--- config.mk ---
export PLATFORM = sky130hd
export DESIGN_NAME = pic_dual_bank
export DESIGN_NICKNAME = d
export VERILOG_FILES = /design/src/rtl/intc_pkg.sv /design/src/rtl/intc_regs.sv /design/src/rtl/intc_detect.sv /design/src/rtl/intc_prio.sv /design/src/rtl/pic_dual_bank.sv
export SDC_FILE = /design/constraint.sdc
export NUM_CORES = 1
export LEC_CHECK = 0
export BUFFER_PORTS_ARGS = -buffer_cell sky130_fd_sc_hd__clkbuf_2
export CAP_MARGIN = 40
export CORE_MARGIN = 8
export CORE_UTILIZATION = 25
export CTS_BUF_LIST = sky130_fd_sc_hd__clkbuf_2
export CTS_CLUSTER_DIAMETER = 40
export DETAILED_ROUTE_END_ITERATION = 16
export PLACE_DENSITY_LB_ADDON = 0.05
export SLEW_MARGIN = 0
export SYNTH_ARGS = -nofsm -noshare
export SYNTH_HDL_FRONTEND = slang
export SYNTH_SLANG_ARGS = --single-unit
--- constraint.sdc ---
create_clock -name clk -period 7.4 [get_ports clk]
set_clock_uncertainty 0.2 [all_clocks]
set_input_delay 0.37 -clock clk [delete_from_list [all_inputs] [get_ports clk]]
set_output_delay 0.37 -clock clk [all_outputs]
set_load 0.005 [all_outputs]
--- src/rtl/intc_pkg.sv ---
package intc_pkg;
  localparam int REG_AW = 8;

  localparam logic [REG_AW-1:0] OFS_ROUTE  = 8'h00;
  localparam logic [REG_AW-1:0] OFS_EN     = 8'h10;
  localparam logic [REG_AW-1:0] OFS_ENCLR  = 8'h20;
  localparam logic [REG_AW-1:0] OFS_ENSET  = 8'h30;
  localparam logic [REG_AW-1:0] OFS_TYPE   = 8'h40;
  localparam logic [REG_AW-1:0] OFS_POL    = 8'h50;
  localparam logic [REG_AW-1:0] OFS_NOPEND = 8'h60;
  localparam logic [REG_AW-1:0] OFS_MASTER = 8'h64;
  localparam logic [REG_AW-1:0] OFS_IRQST  = 8'h80;
  localparam logic [REG_AW-1:0] OFS_FIQST  = 8'h90;
  localparam logic [REG_AW-1:0] OFS_RAW    = 8'hA0;
  localparam logic [REG_AW-1:0] OFS_ACK    = 8'hB0;
  localparam logic [REG_AW-1:0] OFS_SOFT   = 8'hC0;
  localparam logic [REG_AW-1:0] OFS_PNUM   = 8'hD0;

  typedef struct packed {
    logic [REG_AW-1:0] base;
    logic [1:0]        bank;
    logic              aligned;
  } addr_split_t;

  // Banked registers repeat every 4 bytes inside a 16-byte group.
  function automatic addr_split_t split_addr(input logic [REG_AW-1:0] a);
    addr_split_t s;
    s.base    = {a[REG_AW-1:4], 4'h0};
    s.bank    = a[3:2];
    s.aligned = (a[1:0] == 2'b00);
    return s;
  endfunction
endpackage

--- src/rtl/intc_regs.sv ---
module intc_regs
  import intc_pkg::*;
#(
  parameter int NB = 2,
  parameter int DW = 32
) (
  input  logic                   clk,
  input  logic                   rst_n,
  input  logic                   bus_wr,
  input  logic [REG_AW-1:0]      bus_addr,
  input  logic [DW-1:0]          bus_wdata,
  output logic [NB-1:0][DW-1:0]  route_q,
  output logic [NB-1:0][DW-1:0]  en_q,
  output logic [NB-1:0][DW-1:0]  type_q,
  output logic [NB-1:0][DW-1:0]  pol_q,
  output logic [NB-1:0][DW-1:0]  soft_q,
  output logic [NB-1:0][DW-1:0]  ack_pulse,
  output logic [DW-1:0]          nopend_q,
  output logic [1:0]             master_q
);
  addr_split_t sp;
  logic        wr_ok;

  assign sp    = split_addr(bus_addr);
  assign wr_ok = bus_wr & sp.aligned;

  for (genvar b = 0; b < NB; b++) begin : g_bank
    logic          hit;
    logic [DW-1:0] route_r, en_r, type_r, pol_r, soft_r;

    assign hit = wr_ok && (sp.bank == 2'(b));

    always_ff @(posedge clk or negedge rst_n) begin
      if (!rst_n) begin
        route_r <= '0;
        en_r    <= '0;
        type_r  <= '0;
        pol_r   <= '0;
        soft_r  <= '0;
      end else if (hit) begin
        if (sp.base == OFS_ROUTE) route_r <= bus_wdata;
        if (sp.base == OFS_TYPE)  type_r  <= bus_wdata;
        if (sp.base == OFS_POL)   pol_r   <= bus_wdata;
        if (sp.base == OFS_SOFT)  soft_r  <= bus_wdata;
        if (sp.base == OFS_EN)         en_r <= bus_wdata;
        else if (sp.base == OFS_ENSET) en_r <= en_r | bus_wdata;
        else if (sp.base == OFS_ENCLR) en_r <= en_r & ~bus_wdata;
      end
    end

    assign route_q[b]   = route_r;
    assign en_q[b]      = en_r;
    assign type_q[b]    = type_r;
    assign pol_q[b]     = pol_r;
    assign soft_q[b]    = soft_r;
    assign ack_pulse[b] = (hit && sp.base == OFS_ACK) ? bus_wdata : '0;
  end

  always_ff @(posedge clk or negedge rst_n) begin
    if (!rst_n) begin
      nopend_q <= '0;
      master_q <= '0;
    end else if (bus_wr) begin
      if (bus_addr == OFS_NOPEND) nopend_q <= bus_wdata;
      if (bus_addr == OFS_MASTER) master_q <= bus_wdata[1:0];
    end
  end
endmodule

--- src/rtl/intc_detect.sv ---
module intc_detect #(
  parameter int W = 32
) (
  input  logic         clk,
  input  logic         rst_n,
  input  logic [W-1:0] src_i,
  input  logic [W-1:0] pol_i,
  input  logic [W-1:0] typ_i,
  input  logic [W-1:0] soft_i,
  input  logic [W-1:0] ack_i,
  output logic [W-1:0] raw_o,
  output logic [W-1:0] edge_set_o,
  output logic [W-1:0] latch_o
);
  // Input after polarity, with the software request forcing it active.
  function automatic logic [W-1:0] active_view(input logic [W-1:0] s,
                                               input logic [W-1:0] p,
                                               input logic [W-1:0] f);
    return (s ^ p) | f;
  endfunction

  function automatic logic [W-1:0] rise(input logic [W-1:0] cur,
                                        input logic [W-1:0] prv);
    return cur & ~prv;
  endfunction

  logic [W-1:0] act, prev_q, latch_q;

  assign act        = active_view(src_i, pol_i, soft_i);
  assign edge_set_o = typ_i & rise(act, prev_q);

  always_ff @(posedge clk or negedge rst_n) begin
    if (!rst_n) begin
      prev_q  <= '0;
      latch_q <= '0;
    end else begin
      prev_q  <= act;
      latch_q <= (latch_q & ~ack_i) | edge_set_o;
    end
  end

  assign latch_o = latch_q;
  assign raw_o   = (typ_i & latch_q) | (~typ_i & act);
endmodule

--- src/rtl/intc_prio.sv ---
module intc_prio #(
  parameter int N  = 64,
  parameter int DW = 32
) (
  input  logic [N-1:0]  req_i,
  input  logic [DW-1:0] none_i,
  output logic [DW-1:0] num_o
);
  function automatic logic [DW-1:0] lowest(input logic [N-1:0] v,
                                           input logic [DW-1:0] dflt);
    logic [DW-1:0] r;
    r = dflt;
    for (int i = N - 1; i >= 0; i--) begin
      if (v[i]) r = DW'(i);
    end
    return r;
  endfunction

  assign num_o = lowest(req_i, none_i);
endmodule

--- src/rtl/pic_dual_bank.sv ---
module pic_dual_bank
  import intc_pkg::*;
#(
  parameter int N_SRC = 64,
  parameter int DW    = 32
) (
  input  logic              clk,
  input  logic              rst_n,
  input  logic [N_SRC-1:0]  src_in,
  input  logic              bus_wr,
  input  logic [REG_AW-1:0] bus_addr,
  input  logic [DW-1:0]     bus_wdata,
  output logic [DW-1:0]     bus_rdata,
  output logic              irq_out,
  output logic              fiq_out
);
  localparam int NB = N_SRC / DW;

  logic [NB-1:0][DW-1:0] route_q, en_q, type_q, pol_q, soft_q, ack_q;
  logic [DW-1:0]         nopend_q, pend_num;
  logic [1:0]            master_q;

  logic [N_SRC-1:0] route_f, en_f, raw_f, edge_set_f, latch_f;
  logic [N_SRC-1:0] irq_stat, fiq_stat;
  logic [NB-1:0][DW-1:0] irq_pk, fiq_pk, raw_pk;

  intc_regs #(.NB(NB), .DW(DW)) u_regs (
    .clk       (clk),
    .rst_n     (rst_n),
    .bus_wr    (bus_wr),
    .bus_addr  (bus_addr),
    .bus_wdata (bus_wdata),
    .route_q   (route_q),
    .en_q      (en_q),
    .type_q    (type_q),
    .pol_q     (pol_q),
    .soft_q    (soft_q),
    .ack_pulse (ack_q),
    .nopend_q  (nopend_q),
    .master_q  (master_q)
  );

  assign route_f = route_q;
  assign en_f    = en_q;

  for (genvar b = 0; b < NB; b++) begin : g_det
    intc_detect #(.W(DW)) u_det (
      .clk        (clk),
      .rst_n      (rst_n),
      .src_i      (src_in[b*DW +: DW]),
      .pol_i      (pol_q[b]),
      .typ_i      (type_q[b]),
      .soft_i     (soft_q[b]),
      .ack_i      (ack_q[b]),
      .raw_o      (raw_f[b*DW +: DW]),
      .edge_set_o (edge_set_f[b*DW +: DW]),
      .latch_o    (latch_f[b*DW +: DW])
    );
  end

  assign irq_stat = raw_f & en_f & ~route_f;
  assign fiq_stat = raw_f & en_f & route_f;
  assign irq_pk   = irq_stat;
  assign fiq_pk   = fiq_stat;
  assign raw_pk   = raw_f;

  assign irq_out = master_q[0] & (|irq_stat);
  assign fiq_out = master_q[1] & (|fiq_stat);

  intc_prio #(.N(N_SRC), .DW(DW)) u_prio (
    .req_i  (irq_stat),
    .none_i (nopend_q),
    .num_o  (pend_num)
  );

  // Read path: each bank contributes its word, OR-chained.
  addr_split_t   sp;
  logic [DW-1:0] rd_chain [0:NB];

  assign sp          = split_addr(bus_addr);
  assign rd_chain[0] = '0;

  for (genvar b = 0; b < NB; b++) begin : g_rd
    logic [DW-1:0] rd_b;
    always_comb begin
      rd_b = '0;
      if (sp.aligned && sp.bank == 2'(b)) begin
        case (sp.base)
          OFS_ROUTE: rd_b = route_q[b];
          OFS_EN:    rd_b = en_q[b];
          OFS_TYPE:  rd_b = type_q[b];
          OFS_POL:   rd_b = pol_q[b];
          OFS_IRQST: rd_b = irq_pk[b];
          OFS_FIQST: rd_b = fiq_pk[b];
          OFS_RAW:   rd_b = raw_pk[b];
          OFS_SOFT:  rd_b = soft_q[b];
          default:   rd_b = '0;
        endcase
      end
    end
    assign rd_chain[b+1] = rd_chain[b] | rd_b;
  end

  always_comb begin
    if (bus_addr == OFS_NOPEND)      bus_rdata = nopend_q;
    else if (bus_addr == OFS_MASTER) bus_rdata = DW'(master_q);
    else if (bus_addr == OFS_PNUM)   bus_rdata = pend_num;
    else                             bus_rdata = rd_chain[NB];
  end
endmodule

==> results of run 1 <==
==> synth_stat cells (65+ instances only) <==
master	n	share of area, %
a22oi_1	65	1.9
inv_1	140	2.0
o21ai_0	171	3.3
nand2b_1	69	1.7
a32o_1	66	2.5
a22o_1	67	2.3
mux2_2	235	10
a21oi_1	91	1.7
nand2_1	184	2.7
dfrtp_1	482	46
clkbuf_1	109	1.6
nor2_1	67	0.97
==> stage by stage <==
| stage | power [mW] | utilization [%] | setup slack, ps |
|---|---|---|---|
| 6_report | 6.16 | 31.5 | 1800 |
| 5_1_grt | 6.54 | 31.5 | 1300 |
| 4_1_cts | 6.31 | 31.5 | 1470 |
| 3_5_place_dp | 3.83 | 27.8 | 3070 |
| 3_3_place_gp | 3.81 | 27.6 | 2950 |
| 2_1_floorplan | 3.48 | - | 4630 |
==> where the power goes <==
part	internal [mW]	switching (mW)
logic	0.406	0.455
registers	2.86	0.174
clock network	0.950	1.31
total	4.21	1.94
==> area by class of cell <==
class                      instances  share of cell area, %
tap                             1380                   5.31
sequential                       482                   37.1
clock buffer                     225                   3.46
multi-input combinational       1700                   39.9
clock inverter                    42                  0.857
inverter                         140                   1.61
timing repair buffer             457                   11.8
antenna                            4                 0.0308
==> per-layer routing <==
| metal | vias up | share of wire (%) | track usage (%) |
|---|---|---|---|
| met4 | 0 | 3.0 | 7.26 |
| met5 | - | 0 | 0 |
| li1 | 10355 | - | - |
| met3 | 193 | 5.9 | 4.19 |
| met2 | 867 | 46 | 33.5 |
| met1 | 12079 | 45 | 28.0 |
==> logic make-up (layout without fill, tap and decap cells) <==
family / count (synthesis) / after routing / share of synthesized area [%]
AOI/OAI and AO/OA: 798 / 798 / 23.4
xor gates and xnor gates: 64 / 64 / 2.21
buffers and inverters: 296 / 864 / 4.39
DFF: 482 / 482 / 46.3
muxes: 299 / 299 / 12.9
other: 0 / 4 / 0
and+or+nand+nor: 539 / 539 / 10.8
==> tightest hold or removal path, delay by kind of cell <==
family | cells | cell delay [ps]
buf+inv | 3 | 890
simple gates | 2 | 320
mux | 1 | 200
==> worst paths after layout <==
check | endpoint | slack [ps] | cells after the start | start
min in group asynchronous | u_regs.g_bank[0].soft_r[7] | 600 | 5 | rst_n
min | u_regs.g_bank[0].type_r[26] | 260 | 6 | bus_addr[0]
max | bus_rdata[13] | 1800 | 8 | u_regs.g_bank[0].pol_r[24]
max in group asynchronous | u_regs.g_bank[0].route_r[28] | 5490 | 5 | rst_n
min reg2reg | g_det[0].u_det.latch_o[26] | 290 | 1 | g_det[0].u_det.latch_o[26]
max reg2reg | g_det[1].u_det.latch_o[0] | 5350 | 4 | u_regs.g_bank[1].pol_r[0]
==> results.py, run 1 <==
metrics = {
    "power": {
        "ir_drop_uv": 91.9,
        "p_per_area_mw_per_mm2": 189,
        "power_leakage_nw": 14.6,
    },
    "clock_network": {
        "insertion_delay_ps": 1380,
        "post-cts-setup-buffers": 0,
        "cts-root-buf": "clkbuf_2",
        "clk_path_buf_depth": 3,
        "cts_tree": "done",
        "clock-sinks": 482,
        "cts.repair.resized": 0,
        "cts-buffers-inserted": 160,
        "clkTransAtPathRegs_ps": 110,
        "cts_max_level": 4,
        "cts_hold_buf": 234,
    },
    "sta": {
        "period_share_pct": 75.7,
        "min_period_ps": 5600,
        "rsz0062_at_grt": "false",
        "whs_ps": 261,
        "finalHoldViolCount": 0,
        "worstMarginPinSlew_ps": 978,
        "slew_headroom_pct": 34.7,
        "max_freq_mhz": 179,
        "setup_tns_ps": 0,
        "setup_violations": 0,
        "slew_viol_final": 0,
    },
    "floorplan": {
        "dieArea_mm2": 0.115,
        "num_rows": 118,
        "chipWidth_um": 339,
        "start_util_pct": 25.2,
        "fp.dieH_um": 339,
        "ios": 141,
        "core_mm2": 0.103,
    },
    "layout": {
        "finish.instance_area_mm2": 0.0325,
        "ff_latch_area_mm2": 0.0121,
        "fin_cells": 4430,
        "layout_commonest_cell": "dfrtp_1",
        "multi_input_area_mm2": 0.0130,
        "nets": 3048,
        "n_fill_cell": 10801,
        "final_cell_mix": "dfrtp_1 (482), clkbuf_2 (364), mux2_2 (235)",
        "drive_gt1_share_pct": 26.4,
        "area_growth_pct": 25.0,
    },
    "critical_path": {
        "worstPathMaxFanout": 8,
        "slowest_delay_ps": 670,
        "critPathCaptureType": "primary output",
        "path_class": "register to primary output",
        "crit_chain": "xor2_1 -> o311ai_1 -> o2111ai_1 -> nor4_2 -> and3_2 -> a21o_2 -> a211o_1 -> clkbuf_2",
        "path_buf_inv": 1,
        "cpMaxStageDelayCell": "o311ai_1",
        "crit_required_ps": 6830,
        "crit_arrival_ps": 5030,
        "cp-start-kind": "register",
        "critical-path-top-delay-family": "compound AO/OA/AOI/OAI gates",
    },
    "yosys": {
        "synth_edf_count": 0,
        "yosys_warnings": 0,
        "seq_area_frac_synth_pct": 46.3,
        "ys_async_sr_fraction_pct": 100,
        "syn_avg_cell_area_um2": 10.5,
        "ys_ff_latch": 482,
        "synth.distinct_cells": 94,
        "synthFlopType": "dfrtp_1",
        "syn_inst": 2478,
        "synth_area_mm2": 0.0260,
        "synth_nets": 2585,
    },
    "global_routing": {
        "overflow": 0,
        "antenna_found_initial": 6,
        "grt_max_degree": 146,
        "globalRouteTotalUtil_pct": 20.9,
        "grt_pass1_wl_um": 177000,
        "grt_pass1_vias": 24320,
    },
    "drt": {
        "routed_via_density": 5.30,
        "drtIter0Drc": 2015,
        "route.vias.total": 23494,
        "drtPass1Iterations": 8,
        "routedWlPerCell_um": 27.8,
        "drc": 0,
        "wirelength_um": 123000,
        "drtAntennaViolNets": 0,
    },
    "placement": {
        "place_hpwl_um": 79000,
        "io_buffers": 140,
        "place_area_mm2": 0.0288,
        "dp_cells": 3925,
        "gp_congestion": 0.844,
    },
    "outcome": {
        "status": "finished, final reports clean",
    },
    "flow_run": {
        "max_cap_violations": 0,
    },
    "hold_path": {
        "hold_class": "primary input to register",
    },
}
No activity file was read; power rests on OpenSTA's default activity.
==> inputs of run 2 (changes only) <==
==> constraint.sdc (replaced) <==
create_clock -name clk -period 4.5 [get_ports clk]
set_clock_uncertainty 0.2 [all_clocks]
set_input_delay 0.225 -clock clk [delete_from_list [all_inputs] [get_ports clk]]
set_output_delay 0.225 -clock clk [all_outputs]
set_load 0.005 [all_outputs]
==> results.py, run 2 (synthesis results as in run 1) <==
metrics = {
    "outcome": {
        "status": "complete, but fails checks",
        "violations": "setup timing",
    },
    "sta": {
        "slew_viol_final": 0,
        "slew_headroom_pct": 35.1,
        "max_freq_mhz": 213,
        "period_share_pct": 104,
        "worstMarginPinSlew_ps": 964,
        "setup_violations": 13,
        "finalHoldViolCount": 0,
        "rsz0062_at_grt": "true",
        "min_period_ps": 4690,
        "setup_tns_ps": -736,
        "setup_ws_ps": -186,
    },
    "layout": {
        "n_fill_cell": 10761,
        "area_growth_pct": 32.4,
        "fin_util_pct": 33.3,
        "final_cell_mix": "dfrtp_1 (479), clkbuf_2 (342), dlygate4sd3_1 (259)",
        "layout_commonest_cell": "dfrtp_1",
        "drive_gt1_share_pct": 31.3,
        "nets": 3157,
        "multi_input_area_mm2": 0.0139,
        "finish.instance_area_mm2": 0.0345,
        "fin_cells": 4527,
        "ff_latch_area_mm2": 0.0121,
    },
    "global_routing": {
        "overflow": 0,
        "grt_pass1_wl_um": 184000,
        "antenna_found_initial": 5,
        "grt_pass1_vias": 25192,
        "grt_max_degree": 97,
        "globalRouteTotalUtil_pct": 21.7,
    },
    "floorplan": {
        "core_mm2": 0.103,
        "start_util_pct": 25.2,
        "fp.dieH_um": 339,
        "chipWidth_um": 339,
        "dieArea_mm2": 0.115,
        "num_rows": 118,
        "ios": 141,
    },
    "drt": {
        "routed_via_density": 5.33,
        "drtPass1Iterations": 7,
        "drtIter0Drc": 2085,
        "route.vias.total": 24127,
        "routedWlPerCell_um": 28.3,
        "drtAntennaViolNets": 0,
        "wirelength_um": 128000,
        "drc": 0,
    },
    "critical_path": {
        "crit_end": "bus_rdata[0]",
        "r2r_start": "u_regs.g_bank[1].pol_r[20]",
        "crit_required_ps": 4070,
        "r2r_setup_slack_ps": 1900,
        "worstPathMaxFanout": 4,
        "critPathLaunch": "u_regs.g_bank[1].pol_r[8]",
        "reg2reg_to": "g_det[1].u_det.latch_o[20]",
        "critPathCaptureType": "primary output",
        "rr_worst_depth": 5,
        "cp-start-kind": "register",
        "path_class": "register to primary output",
        "crit_arrival_ps": 4260,
    },
    "clock_network": {
        "cts-root-buf": "clkbuf_2",
        "clkTransAtPathRegs_ps": 80,
        "cts-buffers-inserted": 157,
        "cts_tree": "done",
        "cts_max_level": 4,
        "clk_path_buf_depth": 3,
        "insertion_delay_ps": 1430,
        "clock-sinks": 482,
    },
    "placement": {
        "place_area_mm2": 0.0291,
        "gp_congestion": 0.841,
        "io_buffers": 140,
        "place_hpwl_um": 81800,
        "dp_cells": 3960,
    },
    "power": {
        "p_per_area_mw_per_mm2": 296,
        "power_leakage_nw": 15.3,
        "ir_drop_uv": 149,
    },
    "flow_run": {
        "max_cap_violations": 0,
    },
    "hold_path": {
        "hold_class": "primary input to register",
    },
}
==> run 2: final cells by class <==
class                           count  area share [%]
Tap cell                         1380            5.01
Timing Repair Buffer              569            14.3
Sequential cell                   482            35.0
Multi-Input combinational cell   1700            40.3
Clock buffer                      211            3.07
Inverter                          140            1.53
Clock inverter                     43           0.803
Antenna cell                        2          0.0145
==> run 2: worst min path at each step <==
stage                     depth (start not counted)       start                   endpoint  slack (ps)
after floorplan                                   0       rst_n                  async pin        -270
after global placement                            1       rst_n   g_det[1].u_det.prev_q[9]         200
final                                             5  src_in[18]  g_det[0].u_det.prev_q[18]         170
after CTS                                         5  src_in[18]  g_det[0].u_det.prev_q[18]         0.8
after global routing                              5  src_in[18]  g_det[0].u_det.prev_q[18]         110
after detailed placement                          1       rst_n  g_det[1].u_det.latch_o[9]         190
==> run 2: routing by layer <==
layer | part of all wire (%) | vias up | wire, µm | GRT usage (%)
met1 | 45 | 12522 | 57600 | 29.3
met3 | 5.6 | 203 | 7150 | 3.88
met5 | 0 | - | 0 | 0
met4 | 3.0 | 0 | 3800 | 7.29
li1 | - | 10551 | - | -
met2 | 46 | 851 | 59400 | 35.0
==> run 2: repair_timing <==
action | 4_1_cts | 5_1_grt
hold buffers | 261 | 1
endpoints found under the setup margin | 34 | 33
endpoints found under the hold margin | 964 | 2
buffers inserted | 38 | 15
resized for setup | 149 | 42
pin swaps | 55 | 31
==> run 2: per-stage QoR <==
stage	setup WS (ps)	total power [mW]	hold WS, ps
finish	-186	10.2	167
global placement	512	6.30	198
CTS	-360	10.4	0.800
detailed placement	802	6.33	191
floorplan	1870	5.73	-271
global route	-327	10.8	110
==> run 2: critical path, cell delays in order, from the launching register on <==
cell       delay [ps]
dfrtp_1           420
xor2_1            180
o311ai_2          280
buf_4             170
buf_4             150
a2bb2oi_1         210
o2111ai_1         270
nor3_1            260
a21oi_1           110
o211ai_1          580
buf_2             240
==> run 2: report_power, final <==
group	internal, mW	switching [mW]
logic	0.773	0.814
registers	4.70	0.298
clock network	1.44	2.15
